[config.mk]
export PLATFORM = sky130hd
export DESIGN_NAME = casc_counter
export DESIGN_NICKNAME = d
export VERILOG_FILES = /design/src/rtl/casc_counter_pkg.sv /design/src/rtl/casc_counter_next.sv /design/src/rtl/casc_counter_reg.sv /design/src/rtl/casc_counter_carry.sv /design/src/rtl/casc_counter.sv
export SDC_FILE = /design/constraint.sdc
export NUM_CORES = 1
export LEC_CHECK = 0
export BUFFER_PORTS_ARGS = -buffer_cell sky130_fd_sc_hd__buf_2
export CORE_AREA = 3 3 40 42
export DETAILED_ROUTE_END_ITERATION = 8
export DIE_AREA = 0 0 43 45
export PLACE_DENSITY = 0.35
export SLEW_MARGIN = 20
export SYNTH_ARGS = -nofsm -noshare
export SYNTH_HDL_FRONTEND = slang
export SYNTH_SLANG_ARGS = --single-unit
[constraint.sdc]
create_clock -name clk_i -period 1.45 [get_ports clk_i]
set_input_delay 0.29 -clock clk_i [delete_from_list [all_inputs] [get_ports clk_i]]
set_output_delay 0.29 -clock clk_i [all_outputs]
set_load 0.03 [all_outputs]
[src/rtl/casc_counter_pkg.sv]
package casc_counter_pkg;
  typedef enum logic {CNT_BINARY, CNT_DECADE} cnt_kind_e;
  typedef enum logic {CLR_ASYNC, CLR_SYNC} clr_kind_e;
endpackage

[src/rtl/casc_counter_next.sv]
module casc_counter_next
  import casc_counter_pkg::*;
#(
  parameter int        W    = 4,
  parameter cnt_kind_e KIND = CNT_BINARY
) (
  input  logic [W-1:0] cur_i,
  input  logic [W-1:0] data_i,
  input  logic         load_ni,
  input  logic         enp_i,
  input  logic         ent_i,
  output logic [W-1:0] nxt_o
);
  logic [W-1:0] inc;

  generate
    if (KIND == CNT_DECADE) begin : g_dec
      localparam logic [W-1:0] WRAP_AT = W'(9);
      // values above 9 simply roll through to all-ones and then 0
      assign inc = (cur_i == WRAP_AT) ? '0 : cur_i + 1'b1;
    end else begin : g_bin
      assign inc = cur_i + 1'b1;
    end
  endgenerate

  always_comb begin
    if (!load_ni)              nxt_o = data_i;
    else if (enp_i && ent_i)   nxt_o = inc;
    else                       nxt_o = cur_i;
  end
endmodule

[src/rtl/casc_counter_reg.sv]
module casc_counter_reg
  import casc_counter_pkg::*;
#(
  parameter int        W        = 4,
  parameter clr_kind_e CLR_MODE = CLR_ASYNC
) (
  input  logic         clk_i,
  input  logic         clr_ni,
  input  logic [W-1:0] d_i,
  output logic [W-1:0] q_o
);
  generate
    if (CLR_MODE == CLR_ASYNC) begin : g_async
      always_ff @(posedge clk_i or negedge clr_ni) begin
        if (!clr_ni) q_o <= '0;
        else         q_o <= d_i;
      end
    end else begin : g_sync
      always_ff @(posedge clk_i) begin
        if (!clr_ni) q_o <= '0;
        else         q_o <= d_i;
      end
    end
  endgenerate
endmodule

[src/rtl/casc_counter_carry.sv]
module casc_counter_carry
  import casc_counter_pkg::*;
#(
  parameter int        W    = 4,
  parameter cnt_kind_e KIND = CNT_BINARY
) (
  input  logic [W-1:0] cur_i,
  input  logic         ent_i,
  output logic         carry_o
);
  localparam logic [W-1:0] TERM = (KIND == CNT_DECADE) ? W'(9) : {W{1'b1}};
  assign carry_o = ent_i && (cur_i == TERM);
endmodule

[src/rtl/casc_counter.sv]
module casc_counter
  import casc_counter_pkg::*;
#(
  parameter int        W        = 4,
  parameter cnt_kind_e KIND     = CNT_BINARY,
  parameter clr_kind_e CLR_MODE = CLR_ASYNC
) (
  input  logic         clk_i,
  input  logic         clr_ni,
  input  logic         load_ni,
  input  logic [W-1:0] data_i,
  input  logic         enp_i,
  input  logic         ent_i,
  output logic [W-1:0] count_o,
  output logic         carry_o
);
  logic [W-1:0] nxt;

  casc_counter_next #(.W(W), .KIND(KIND)) u_next (
    .cur_i  (count_o),
    .data_i (data_i),
    .load_ni(load_ni),
    .enp_i  (enp_i),
    .ent_i  (ent_i),
    .nxt_o  (nxt)
  );

  casc_counter_reg #(.W(W), .CLR_MODE(CLR_MODE)) u_reg (
    .clk_i (clk_i),
    .clr_ni(clr_ni),
    .d_i   (nxt),
    .q_o   (count_o)
  );

  casc_counter_carry #(.W(W), .KIND(KIND)) u_carry (
    .cur_i  (count_o),
    .ent_i  (ent_i),
    .carry_o(carry_o)
  );
endmodule

==> results by group <==
Layout
  • Max reg flops: 4
  • Biggest register: u_reg.q_o
  • Most frequent cells in the layout: buf_2 (12), nor2_1 (4), dfrtp_1 (4)
  • Nets: 54
  • Ratio of cells with drive above 1 in the final layout: 52.4%
  • Area grow syn2layout: 66.7%
  • Fill count: 149
  • Biggest regs: u_reg.q_o x4
  • N_diodes: 0
  • Most common cell after layout, fill and taps aside: buf_2
  • Finished Core Util: 28.2%

Route
  • Routed wl met2: 296 µm
  • Top layer used by detailed routing: met3
  • DR pass1 iterations: 1
  • Vias/cell: 4.12
  • Final wirelength: 640 µm
  • Drt drc: 0
  • DR iter-0 viols: 0
  • Per-cell routed wire length: about 11 µm
  • DR vias: 235
  • M1 WL: ~270 µm
  • Met3 wire len: 75 µm
  • Final ANT Viol Nets: 0

Floorplanning
  • Die H: roughly 45 µm
  • Site row count: 13
  • Initial core utilization: 16.9%
  • Die area: roughly 1900 µm²
  • Core Region: 1280 µm²
  • Die span in x: 43 µm
  • Top-Level Pins: 14

Global route
  • Largest net degree at the start of global routing: 9
  • First-pass GRT wire length: 1.06 mm
  • Remaining global-route overflow: 0
  • Gr usage total: 8.26%
  • Vias in the first global route: 255
  • Initial antenna violation count: 0

Worst setup path
  • CP Max Fanout: 2
  • Crit path DAT: ~1.1 ns
  • CP Class: reg -> out
  • Required @ worst endpoint: 1.16 ns
  • CP Capture Type: output port
  • Kind of start point of the critical path: flip-flop

Logic synthesis
  • Synth warn: 0
  • Post-synthesis register bit count: 4
  • Cells after Synth: 23
  • Synth Cell Area: between 200 and 250 µm²
  • Sequential area share after synthesis: 46.0%
  • Distinct cells, synth: 13
  • Syn_area_per_cell: 9.47 µm²
  • Syn_nets: 33

Hold path
  • Worst Hold Class: in -> reg

Clocking
  • CTS tree: built
  • Num CTS Buffers: 3
  • Clock-pin slew on the worst setup and hold paths: 0.04 ns
  • CTS max path bufs: 2
  • Clock Latency Late Sink: approximately 0.24 ns
  • Clock root buffer: clkbuf_4
  • Clk sinks: 4
  • Htree depth: 1

STA
  • Fin. max-slew vios: 0
  • Worst Max-Slew Pin Slew: 0.122 ns
  • Relative slew slack: 91.6%
  • Tcrit/Tclk final: between 90 and 100%
  • Max Clock Freq: 711 MHz
  • Fin crit period: roughly 1.4 ns
  • Final setup viols: 0
  • RSZ-0062 raised after global routing: no
  • Fin Setup TNS: 0 ns
  • Hold_ws: 0.296 ns
  • Skew final: 0.00188 ns
  • Final hold vios: 0

Placement
  • PortBufs: 13
  • Post-DP HPWL: 462 µm
  • RD Place Congestion: 0.650

Power
  • Overall Power: 402 µW
  • VDD IR-drop max: 0.000431 V
  • P_leak: 0.000174 µW
  • Power per cell area: about 1100 nW/µm²

Run status
  • Run status: finished clean

Flow run
  • Max-capacitance violation count: 0
## where the power goes
part	switching, µW	total (µW)	internal, µW
registers	11.3	137	125
clock network	49.5	142	92.9
logic	68.7	123	53.8
total	130	402	272
## worst paths after layout
kind	startpoint	endpoint	slack (ns)	cells past startpoint
worst max-delay path	u_reg.q_o[1]	carry_o	0.04	3
worst min register to register	u_reg.q_o[3]	u_reg.q_o[3]	0.59	2
worst min-delay path	data_i[0]	u_reg.q_o[0]	0.30	3
max in group asynchronous	clr_ni	u_reg.q_o[0]	0.93	2
worst max register to register	u_reg.q_o[1]	u_reg.q_o[3]	0.26	5
min in group asynchronous	clr_ni	u_reg.q_o[2]	0.39	2
## worst max-delay path, stage by stage, from the launching register on
cell	delay, ns
dfrtp_1	0.38
ha_2	0.19
and4_4	0.18
buf_6	0.13
## cell usage after synthesis, drive strengths merged
cell type,n,area [µm²]
dfrtp,4,100
nor2,4,15.0
a21oi,3,15.0
nand3,2,10.0
xor2,2,17.5
a31oi,1,6.26
and4,1,10.0
clkbuf,1,3.75
ha,1,12.5
mux2i,1,10.0
nand2,1,6.26
o21ai,1,5.00
or3,1,6.26
## area by class of cell
type                            count  area, µm²  share of cell area [%]
Sequential cell                     4        100                    27.6
Multi-Input combinational cell     18        118                    32.4
Tap cell                           15       18.8                    5.17
Clock buffer                        3       22.5                    6.21
Timing Repair Buffer               17        104                    28.6
## repair_timing
item                       in CTS  in global routing
setup endpoints to repair       1                  1
gates resized for setup         4                  0
setup buffers                   2                  1
hold endpoints to repair        4                  0
hold buffers                    1                  0
pin swaps                       1                  0
## cells by family after synthesis
logic type / after synthesis / synth area share [%]
multiplexers: 1 / 4.60
flip-flops: 4 / 46.0
buffers and inverters: 1 / 1.72
AND/OR/NAND/NOR: 9 / 21.8
XOR/XNOR: 2 / 8.05
AO/OA/AOI/OAI: 5 / 12.1
adder cells (fa/ha/maj): 1 / 5.75
## metrics by stage
step / instances / worst slack (ns) / area [µm²]
finish: 57 / 0.0430 / 363
global route: 57 / 0.000439 / 363
CTS: 56 / 0.0281 / 355
detailed placement: 50 / 0.151 / 298
global placement: 50 / 0.162 / 298
floorplan: 23 / 0.0805 / 218
## layer usage
layer	GRT usage, %	up-vias
met4	10.8	0
met3	3.19	0
met1	7.77	103
met5	0	-
met2	12.3	11
li1	-	121
No activity file was read; power rests on OpenSTA's default activity.
